===== src/rtl/tmr_pkg.sv =====
package tmr_pkg;
  localparam int NCH    = 3;
  localparam int AW     = 2;
  localparam int DW     = 8;
  localparam int CW     = 16;
  localparam int DIGITS = CW / 4;
  localparam logic [AW-1:0] CTRL_ADDR = AW'(NCH);

  typedef struct packed {
    logic [1:0] acc;
    logic [2:0] mode;
    logic       bcd;
  } chan_cfg_t;

  function automatic logic [CW-1:0] dec_to_bin(input logic [CW-1:0] d);
    logic [CW-1:0] r;
    logic [CW-1:0] w;
    r = '0;
    w = CW'(1);
    for (int i = 0; i < DIGITS; i++) begin
      r = r + CW'(d[4*i +: 4]) * w;
      w = w * CW'(10);
    end
    return r;
  endfunction
endpackage


===== src/rtl/tmr_bin2dec.sv =====
module tmr_bin2dec
  import tmr_pkg::*;
#(
  parameter int W = CW
) (
  input  logic [W-1:0] bin_i,
  output logic [W-1:0] dec_o
);
  localparam int ND = (W + 3) / 3 + 1;
  localparam int SW = W + 4 * ND;

  logic [SW-1:0] sh;

  // shift-and-add-3, keeps the lowest W/4 decimal digits
  always_comb begin
    sh = {{(4*ND){1'b0}}, bin_i};
    for (int i = 0; i < W; i++) begin
      for (int d = 0; d < ND; d++) begin
        if (sh[W + 4*d +: 4] >= 4'd5) sh[W + 4*d +: 4] = sh[W + 4*d +: 4] + 4'd3;
      end
      sh = sh << 1;
    end
    dec_o = sh[W +: W];
  end
endmodule


===== src/rtl/tmr_ctrl_decode.sv =====
module tmr_ctrl_decode
  import tmr_pkg::*;
(
  input  logic           wr_i,
  input  logic           rd_i,
  input  logic [AW-1:0]  addr_i,
  input  logic [DW-1:0]  wdata_i,
  output logic [NCH-1:0] cfg_wr_o,
  output logic [NCH-1:0] cnt_lat_o,
  output logic [NCH-1:0] st_lat_o,
  output logic [NCH-1:0] dat_wr_o,
  output logic [NCH-1:0] rd_o
);
  logic [1:0] sel;
  logic [1:0] acc;
  logic       ctl_wr;

  assign sel    = wdata_i[7:6];
  assign acc    = wdata_i[5:4];
  assign ctl_wr = wr_i && (addr_i == CTRL_ADDR);

  always_comb begin
    cfg_wr_o  = '0;
    cnt_lat_o = '0;
    st_lat_o  = '0;
    dat_wr_o  = '0;
    rd_o      = '0;
    for (int i = 0; i < NCH; i++) begin
      dat_wr_o[i] = wr_i && (addr_i == AW'(i));
      rd_o[i]     = rd_i && !wr_i && (addr_i == AW'(i));
      if (ctl_wr) begin
        if (sel == 2'd3) begin
          // read-back: serve every selected channel
          if (wdata_i[1+i]) begin
            cnt_lat_o[i] = !wdata_i[5];
            st_lat_o[i]  = !wdata_i[4];
          end
        end else if (sel == 2'(i)) begin
          if (acc == 2'd0) cnt_lat_o[i] = 1'b1;
          else             cfg_wr_o[i]  = 1'b1;
        end
      end
    end
  end
endmodule


===== src/rtl/tmr_chan_regs.sv =====
module tmr_chan_regs
  import tmr_pkg::*;
(
  input  logic          clk_i,
  input  logic          rst_ni,
  input  logic          cfg_wr_i,
  input  logic          cnt_lat_i,
  input  logic          st_lat_i,
  input  logic          dat_wr_i,
  input  logic          rd_i,
  input  logic [DW-1:0] wdata_i,
  input  logic [CW-1:0] live_cnt_i,
  input  logic          out_lvl_i,
  input  logic          loaded_i,
  output chan_cfg_t     cfg_o,
  output logic          load_o,
  output logic [CW-1:0] init_cnt_o,
  output logic          null_cnt_o,
  output logic [DW-1:0] rdata_o
);
  chan_cfg_t     cfg_q;
  logic          wr_tog_q, rd_tog_q;
  logic [DW-1:0] lo_q;
  logic [1:0]    cnt_left_q;
  logic [CW-1:0] lat_q;
  logic          stat_vld_q;
  logic [DW-1:0] stat_q;
  logic          pend_q, null_q, load_q;
  logic [CW-1:0] init_q;

  logic [CW-1:0] dec_cnt, pres_cnt, src, raw;
  logic          out_now, commit, take_hi;
  logic [DW-1:0] stat_now;

  tmr_bin2dec #(.W(CW)) u_b2d (.bin_i(live_cnt_i), .dec_o(dec_cnt));

  assign pres_cnt = cfg_q.bcd ? dec_cnt : live_cnt_i;
  assign out_now  = pend_q ? (cfg_q.mode != 3'd0) : out_lvl_i;
  assign stat_now = {out_now, null_q, cfg_q.acc, cfg_q.mode, cfg_q.bcd};

  always_comb begin
    commit = 1'b0;
    raw    = '0;
    unique case (cfg_q.acc)
      2'd1: begin commit = dat_wr_i; raw = {8'h00, wdata_i}; end
      2'd2: begin commit = dat_wr_i; raw = {wdata_i, 8'h00}; end
      2'd3: begin commit = dat_wr_i && wr_tog_q; raw = {wdata_i, lo_q}; end
      default: ;
    endcase
  end

  always_comb begin
    src     = (cnt_left_q != 2'd0) ? lat_q : pres_cnt;
    take_hi = (cfg_q.acc == 2'd2) || ((cfg_q.acc == 2'd3) && rd_tog_q);
    rdata_o = stat_vld_q ? stat_q : (take_hi ? src[15:8] : src[7:0]);
  end

  always_ff @(posedge clk_i or negedge rst_ni) begin
    if (!rst_ni) begin
      cfg_q      <= '{acc: 2'd3, mode: 3'd0, bcd: 1'b0};
      wr_tog_q   <= 1'b0;
      rd_tog_q   <= 1'b0;
      lo_q       <= '0;
      cnt_left_q <= '0;
      lat_q      <= '0;
      stat_vld_q <= 1'b0;
      stat_q     <= '0;
      pend_q     <= 1'b1;
      null_q     <= 1'b1;
      load_q     <= 1'b0;
      init_q     <= '0;
    end else begin
      load_q <= 1'b0;
      if (cfg_wr_i) begin
        cfg_q      <= chan_cfg_t'(wdata_i[5:0]);
        wr_tog_q   <= 1'b0;
        rd_tog_q   <= 1'b0;
        lo_q       <= '0;
        cnt_left_q <= '0;
        stat_vld_q <= 1'b0;
        pend_q     <= 1'b1;
        null_q     <= 1'b1;
      end else begin
        if (commit) begin
          init_q <= cfg_q.bcd ? dec_to_bin(raw) : raw;
          load_q <= 1'b1;
          null_q <= 1'b1;
        end else if (loaded_i) begin
          null_q <= 1'b0;
        end
        if (loaded_i) pend_q <= 1'b0;
        if (dat_wr_i && cfg_q.acc == 2'd3) begin
          wr_tog_q <= !wr_tog_q;
          if (!wr_tog_q) lo_q <= wdata_i;
        end
        if (rd_i) begin
          if (stat_vld_q) begin
            stat_vld_q <= 1'b0;
          end else begin
            if (cnt_left_q != 2'd0) cnt_left_q <= cnt_left_q - 2'd1;
            if (cfg_q.acc == 2'd3)  rd_tog_q   <= !rd_tog_q;
          end
        end else begin
          if (cnt_lat_i && cnt_left_q == 2'd0) begin
            lat_q      <= pres_cnt;
            cnt_left_q <= (cfg_q.acc == 2'd3) ? 2'd2 : 2'd1;
            rd_tog_q   <= 1'b0;
          end
          if (st_lat_i && !stat_vld_q) begin
            stat_q     <= stat_now;
            stat_vld_q <= 1'b1;
          end
        end
      end
    end
  end

  assign cfg_o      = cfg_q;
  assign load_o     = load_q;
  assign init_cnt_o = init_q;
  assign null_cnt_o = null_q;


  load_after_write_chk: assert property (@(posedge clk_i) disable iff (!rst_ni)
    load_q |-> $past(dat_wr_i));

  cfg_sets_null_chk: assert property (@(posedge clk_i) disable iff (!rst_ni)
    cfg_wr_i |=> null_q);

  cnt_hold_chk: assert property (@(posedge clk_i) disable iff (!rst_ni)
    (cnt_left_q != 2'd0) && cnt_lat_i && !cfg_wr_i && !rd_i |=> $stable(lat_q));

  stat_hold_chk: assert property (@(posedge clk_i) disable iff (!rst_ni)
    stat_vld_q && st_lat_i && !cfg_wr_i && !rd_i |=> $stable(stat_q));

  left_range_chk: assert property (@(posedge clk_i) disable iff (!rst_ni)
    cnt_left_q != 2'd3);

  null_clear_chk: assert property (@(posedge clk_i) disable iff (!rst_ni)
    loaded_i && !cfg_wr_i && !commit |=> !null_q);
endmodule


===== src/rtl/tmr_host_port.sv =====
module tmr_host_port
  import tmr_pkg::*;
(
  input  logic              clk_i,
  input  logic              rst_ni,
  input  logic              wr_i,
  input  logic              rd_i,
  input  logic [AW-1:0]     addr_i,
  input  logic [DW-1:0]     wdata_i,
  output logic [DW-1:0]     rdata_o,
  input  logic [NCH*CW-1:0] live_cnt_i,
  input  logic [NCH-1:0]    out_lvl_i,
  input  logic [NCH-1:0]    loaded_i,
  output logic [NCH*3-1:0]  mode_o,
  output logic [NCH-1:0]    bcd_o,
  output logic [NCH*2-1:0]  acc_o,
  output logic [NCH-1:0]    load_o,
  output logic [NCH*CW-1:0] init_cnt_o,
  output logic [NCH-1:0]    null_cnt_o
);
  logic [NCH-1:0] cfg_wr, cnt_lat, st_lat, dat_wr, rd_ch;
  logic [DW-1:0]  ch_rdata [NCH];
  chan_cfg_t      ch_cfg   [NCH];

  tmr_ctrl_decode u_dec (
    .wr_i     (wr_i),
    .rd_i     (rd_i),
    .addr_i   (addr_i),
    .wdata_i  (wdata_i),
    .cfg_wr_o (cfg_wr),
    .cnt_lat_o(cnt_lat),
    .st_lat_o (st_lat),
    .dat_wr_o (dat_wr),
    .rd_o     (rd_ch)
  );

  for (genvar i = 0; i < NCH; i++) begin : g_ch
    tmr_chan_regs u_ch (
      .clk_i     (clk_i),
      .rst_ni    (rst_ni),
      .cfg_wr_i  (cfg_wr[i]),
      .cnt_lat_i (cnt_lat[i]),
      .st_lat_i  (st_lat[i]),
      .dat_wr_i  (dat_wr[i]),
      .rd_i      (rd_ch[i]),
      .wdata_i   (wdata_i),
      .live_cnt_i(live_cnt_i[i*CW +: CW]),
      .out_lvl_i (out_lvl_i[i]),
      .loaded_i  (loaded_i[i]),
      .cfg_o     (ch_cfg[i]),
      .load_o    (load_o[i]),
      .init_cnt_o(init_cnt_o[i*CW +: CW]),
      .null_cnt_o(null_cnt_o[i]),
      .rdata_o   (ch_rdata[i])
    );
    assign mode_o[i*3 +: 3] = ch_cfg[i].mode;
    assign acc_o[i*2 +: 2]  = ch_cfg[i].acc;
    assign bcd_o[i]         = ch_cfg[i].bcd;
  end

  always_comb begin
    rdata_o = '0;
    for (int i = 0; i < NCH; i++)
      if (addr_i == AW'(i)) rdata_o = ch_rdata[i];
  end


  one_cfg_chk: assert property (@(posedge clk_i) disable iff (!rst_ni)
    $onehot0(cfg_wr));

  lat_no_cfg_chk: assert property (@(posedge clk_i) disable iff (!rst_ni)
    (cnt_lat & cfg_wr) == '0);

  ctrl_rd_quiet_chk: assert property (@(posedge clk_i) disable iff (!rst_ni)
    rd_i && !wr_i && addr_i == CTRL_ADDR |-> rd_ch == '0);
endmodule


===== config.mk =====
export PLATFORM = sky130hd
export DESIGN_NAME = tmr_host_port
export DESIGN_NICKNAME = d
export VERILOG_FILES = /design/src/rtl/tmr_pkg.sv /design/src/rtl/tmr_bin2dec.sv /design/src/rtl/tmr_ctrl_decode.sv /design/src/rtl/tmr_chan_regs.sv /design/src/rtl/tmr_host_port.sv
export SDC_FILE = /design/constraint.sdc
export NUM_CORES = 1
export LEC_CHECK = 0
export ABC_AREA = 0
export BUFFER_PORTS_ARGS = -buffer_cell sky130_fd_sc_hd__buf_2
export CAP_MARGIN = 5
export CORE_AREA = 10 10 285 287
export DETAILED_ROUTE_END_ITERATION = 8
export DIE_AREA = 0 0 295 297
export MAX_ROUTING_LAYER = met4
export PLACE_DENSITY_LB_ADDON = 0.1
export SLEW_MARGIN = 20
export SYNTH_ARGS = -nofsm -noshare
export SYNTH_HDL_FRONTEND = slang
export SYNTH_HIERARCHICAL = 1
export SYNTH_SLANG_ARGS = --single-unit

===== constraint.sdc =====
create_clock -name clk_i -period 40.2 [get_ports clk_i]
set_input_delay 2.01 -clock clk_i [delete_from_list [all_inputs] [get_ports clk_i]]
set_output_delay 2.01 -clock clk_i [all_outputs]
set_load 0.05 [all_outputs]

* After elaboration in Yosys (flattened, before gate mapping)
Index checks and enable logic that the tools add are counted.
** Word-level totals
- RAM bits :: 0
- Memory bits (read-only) :: 0
- Output and inout bits :: 80
- Latch bits :: 0
- Word-level logic and storage cells :: 802
- Bits of input ports :: 68
- Register bits :: 186
- Memories kept :: 0
** Operators by class
- Multiply operators :: 9
- Div/mod/pow operators :: 0
- Add/sub/neg operators :: 174
- Shift-type cells :: 0
- Order comparisons :: 162
- Reductions and logical operators :: 86
- Equality and inequality tests :: 27
- Muxes and demuxes :: 296
- Bitwise logic cells :: 6
** Operator list (number)
- >= comparator 4 x 3 -> 1 bit (second input constant) :: 150
- 2-to-1 mux 4 bit :: 120
- adder 4 x 2 -> 4 bit (second input constant) :: 117
- 2-to-1 mux 16 bit :: 9
- 2-to-1 mux 8 bit :: 18
- one-hot mux 16 bit (3 select lines) :: 3
- 2-to-1 mux 3 bit :: 42
- adder 3 x 2 -> 3 bit (second input constant) :: 33
- 2-to-1 mux 1 bit :: 83
- adder 16 x 11 -> 16 bit :: 3
- adder 16 x 14 -> 16 bit :: 3
- 2-to-1 mux 2 bit :: 18
- AND reduction 3 bit :: 12
- nonzero test 3 bit :: 12
- multiplier 4 x 7 -> 11 bit (second input constant) :: 3
- adder 4 x 8 -> 9 bit :: 3
- multiplier 4 x 5 -> 9 bit (second input constant) :: 3
- != test 3 x 2 -> 1 bit (second input constant) :: 9
- logical AND 1 bit :: 23
- multiplier 4 x 3 -> 7 bit (second input constant) :: 3
- == test 2 bit (second input constant) :: 10
- adder 1 x 2 -> 3 bit (both inputs constant) :: 6
- adder 1 x 2 -> 3 bit (second input constant) :: 6
- >= comparator 1 x 3 -> 1 bit (both inputs constant) :: 6
- other kinds (12) :: 65

* Logic depth before layout (Yosys ltp)
- Word-level depth :: 37
- Gate-level depth with buffers :: 67
- Depth with buffers taken out :: 64

* Cells and area by module
Netlist, hierarchy kept.
** By module, submodules not included
- tmr_chan_regs :: cells an instance 489, area an instance 4964.8 µm², seq. area each 1556.5 µm², times used 3
- tmr_bin2dec :: cells an instance 726, area an instance 4895.9 µm², seq. area each 0.0 µm², times used 3
- tmr_host_port :: cells an instance 20, area an instance 197.7 µm², seq. area each 0.0 µm², times used 1
- tmr_ctrl_decode :: cells an instance 29, area an instance 192.7 µm², seq. area each 0.0 µm², times used 1

* Least setup slack after synthesis
OpenSTA, ideal clock, no wires.
- Kind :: input port to output port
- Start :: input live_cnt_i[29]
- End :: output rdata_o[6]
- Cell stages on the path :: 66
- Path buffers :: 3
- Arrival :: 14.691 ns
- Required time :: 38.190 ns
- Setup slack :: 23.499 ns
- Cells stage by stage :: inv_1 > ha_1 > inv_1 > ha_1 > a21oi_2 > xnor2_1 > inv_1 > ha_1 > nor2b_1 > o21a_2 > o21ai_2 > xnor2_1 > ha_1 > and2b_1 > nor2_1 > o31ai_4 > nand3_1 > a22o_1 > [... 30 more ...] > mux2i_1 > o21ai_0 > xor2_1 > inv_1 > ha_1 > inv_1 > a21boi_0 > o22ai_1 > ha_1 > a31o_2 > o21ai_0 > a221oi_1 > mux2i_1 > mux2_2 > mux4_2 > mux2_2 > mux2i_1 > o2bb2ai_1
** RTL lines
- start: declaration :: RTL line tmr_host_port.sv:11 : input logic [NCH*CW-1:0] live_cnt_i,
- end: declaration :: RTL line tmr_host_port.sv:10 : output logic [DW-1:0] rdata_o,

==> impl_metrics.json <==
{
  "hpwlAfterDp_um": 64260,
  "tns_ns": 0,
  "rr_endpoint": "g_ch[0].u_ch/init_cnt_o[13]$_DFFE_PN0P_",
  "cts_hold_buf": 0,
  "clock_path_buffers": 2,
  "routed_wl_um": 84020,
  "min_to": "g_ch[1].u_ch/init_cnt_o[15]$_DFFE_PN0P_",
  "reg2reg_setup_slack_ns": 34.35,
  "grt-ovfl-total": 0,
  "ios": 148,
  "crit_required_ns": 38.19,
  "grt_pass1_wl_um": 137300,
  "postCtsSetupBuffers": 0,
  "synth_cells": 3694,
  "antenna_found_initial": 5,
  "ctsResizeCount": 0,
  "cp_slowest_cell": "or4_1",
  "cp.arrival_ns": 17.15,
  "drt_iter0_markers": 1728,
  "grt.total_usage": 0.1895,
  "max_stage_delay_ns": 0.53,
  "dieWidth_um": 295,
  "synthArstFlopShare": 1.000,
  "critical_path_class": "primary input to output pin",
  "synth_edf_count": 0,
  "syn_area_mm2": 0.02997,
  "wl_per_cell_um": 17.83,
  "rsz0062_at_grt": "no",
  "grt_pass1_vias": 26080,
  "drcViolationCount": 0,
  "drv_slew": 0,
  "die_h_um": 297,
  "path_clk_slew_ns": 0.07,
  "min_period_ns": 19.16,
  "synth_seq_cells": 186,
  "drtPass1Iterations": 5,
  "worstMarginPinSlew_ns": 1.052,
  "ys.flop_type": "dfrtp_1",
  "syn_to_final_growth_pct": 6.654,
  "startpoint_type": "primary input",
  "holdCritStartpoint": "g_ch[1].u_ch/init_cnt_o[15]$_DFFE_PN0P_",
  "viasPerCell": 5.918,
  "die_area_mm2": 0.08762,
  "slew_headroom": 0.2925,
  "core_area_mm2": 0.07544,
  "numCtsBuffers": 17,
  "setup_viol": 0,
  "gp_congestion": 0.8493,
  "h-tree-depth": 4,
  "end_kind": "output pin",
  "finalHoldViolCount": 0,
  "routed-via-count": 27890,
  "ant_nets": 0,
  "holdPathStages": 2,
  "io_buffer_count": 147,
  "worst_r2r_path_depth": 19,
  "status": "finished clean",
  "synth.avg_cell_area_um2": 8.114,
  "std_cell_rows": 101,
  "cts_root_buffer": "clkbuf_16",
  "fin_util": 0.4237,
  "seq_area_frac_synth": 0.1558,
  "fillCellCount": 7665,
  "multi_input_area_mm2": 0.02362,
  "initial_core_util": 0.3973,
  "grt_max_degree": 108,
  "syn-num-nets": 4047,
  "drv_cap": 0,
  "cts_tree": "done",
  "nets": 4070,
  "cp_common_cell": "ha_1",
  "hp-class": "flop to flop",
  "yosys_warnings": 6,
  "fmax_ghz": 0.05218,
  "drive_gt1_frac": 0.1692,
  "fin_worst_skew_ns": 0.01244,
  "ys_types": 117,
  "fin_crit_sh": 0.4767,
  "numClockSinks": 186,
  "timing.rr.start": "g_ch[0].u_ch/cfg_o[5]$_DFFE_PN1P_",
  "clk_latency_ns": 0.46,
  "worst-path-max-fanout": 14,
  "regArea_mm2": 0.004673
}
worst max-delay path by stage:
stage | slack [ns] | depth (start not counted) | from | endpoint
2_1_floorplan | 23.50 | 66 | live_cnt_i[29] | rdata_o[6]
3_3_place_gp | 21.65 | 65 | live_cnt_i[29] | rdata_o[6]
3_5_place_dp | 21.32 | 65 | live_cnt_i[29] | rdata_o[6]
4_1_cts | 21.28 | 65 | live_cnt_i[29] | rdata_o[6]
5_1_grt | 19.89 | 65 | live_cnt_i[29] | rdata_o[6]
6_report | 21.04 | 65 | live_cnt_i[29] | rdata_o[6]
critical path: cells and delay by family:
family	cells	cell delay (ns)
multiplexers	8	2.64
adder cells (fa/ha/maj)	11	2.70
AO/OA/AOI/OAI	21	4.73
XOR/XNOR	4	1.42
AND/OR/NAND/NOR	9	2.13
buffers and inverters	12	1.48
routing by layer:
| metal | wire (µm) | share of wire | GRT usage | up-vias |
|---|---|---|---|---|
| li1 | - | - | - | 14070 |
| met2 | 38520 | 0.46 | 0.3005 | 484 |
| met3 | 2901 | 0.035 | 0.01977 | 65 |
| met1 | 41330 | 0.49 | 0.2580 | 13280 |
| met4 | 1263 | 0.015 | 0.03878 | 0 |
| met5 | 0 | 0 | - | - |
Yosys cell counts, types with 30 or more instances:
master	n	area, µm²
o22ai_1	30	187.7
o21ai_0	197	986.0
inv_1	242	908.4
mux2i_1	89	890.9
clkbuf_1	114	427.9
a21oi_1	255	1276
a22oi_1	30	225.2
ha_1	246	3078
a31oi_1	39	244.0
o21ai_1	31	155.2
and3_1	30	187.7
nor3_1	99	495.5
a21o_1	57	427.9
nand2_1	242	908.4
xor2_1	36	315.3
o31ai_1	33	247.7
a211oi_1	61	457.9
o211ai_1	45	337.8
nor4_1	30	187.7
o221ai_1	30	262.8
xnor2_1	96	840.8
nand2b_1	30	187.7
mux2_2	165	1858
o21a_1	48	360.4
dfrtp_1	174	4354
fa_1	39	780.8
nand3_1	113	565.5
nor2b_1	30	187.7
nor2_1	309	1160
sequential cells by signal, summed over array words and instances (netlist names):
register	flops
g_ch.u_ch/lo_q	24
g_ch.u_ch/stat_q	24
g_ch.u_ch/load_o	3
g_ch.u_ch/stat_vld_q	3
g_ch.u_ch/cnt_left_q	6
g_ch.u_ch/null_cnt_o	3
g_ch.u_ch/lat_q	48
g_ch.u_ch/cfg_o	18
g_ch.u_ch/init_cnt_o	48
g_ch.u_ch/rd_tog_q	3
g_ch.u_ch/wr_tog_q	3
g_ch.u_ch/pend_q	3
through the flow:
step	std cells	hold slack [ns]	cell area, µm²	setup slack (ns)
after floorplan	3694	0.4485	29970	23.50
after global placement	4676	0.4586	31360	21.65
after detailed placement	4676	0.4610	31360	21.32
after CTS	4708	0.4775	31950	21.28
after global routing	4713	0.5086	31970	19.89
final	4713	0.4761	31970	21.04
cells in the final DEF (no fill, tap or decap), drive strengths merged, types with 21 or more instances in the layout:
cell type and count:
a211o 27, a211oi 67, a21o 57, a21oi 261, a22oi 30, a311oi 21
a31o 24, a31oi 45, and2 30, and3 30, buf 165, dfrtp 174
fa 39, ha 246, inv 260, mux2 192, mux2i 104, mux4 24
nand2 242, nand2b 33, nand3 113, nand4 27, nor2 315, nor2b 31
nor3 102, nor3b 25, nor4 36, o211ai 45, o21a 51, o21ai 234
o221ai 33, o22ai 30, o31ai 42, or2 44, xnor2 99, xor2 36
cells by family after synthesis:
family          synth area share
mux                       0.1319
simple gates              0.1892
xor+xnor                 0.04258
compound gates            0.2946
fa+ha+maj                 0.1287
buf+inv                  0.05723
flops                     0.1558
final cells by class:
| type | instances | area share |
|---|---|---|
| multi-input cells | 3089 | 0.7387 |
| diodes | 5 | 0.0003914 |
| repair buffers | 166 | 0.02787 |
| flip-flops and latches | 186 | 0.1462 |
| inverters | 257 | 0.03018 |
| clock inverters | 14 | 0.004932 |
| well taps | 978 | 0.03828 |
| clock buffers | 18 | 0.01343 |
Power is left out: the tool's default activity adds up to more than one toggle a clock period on the data nets, which glitch-free logic cannot reach.
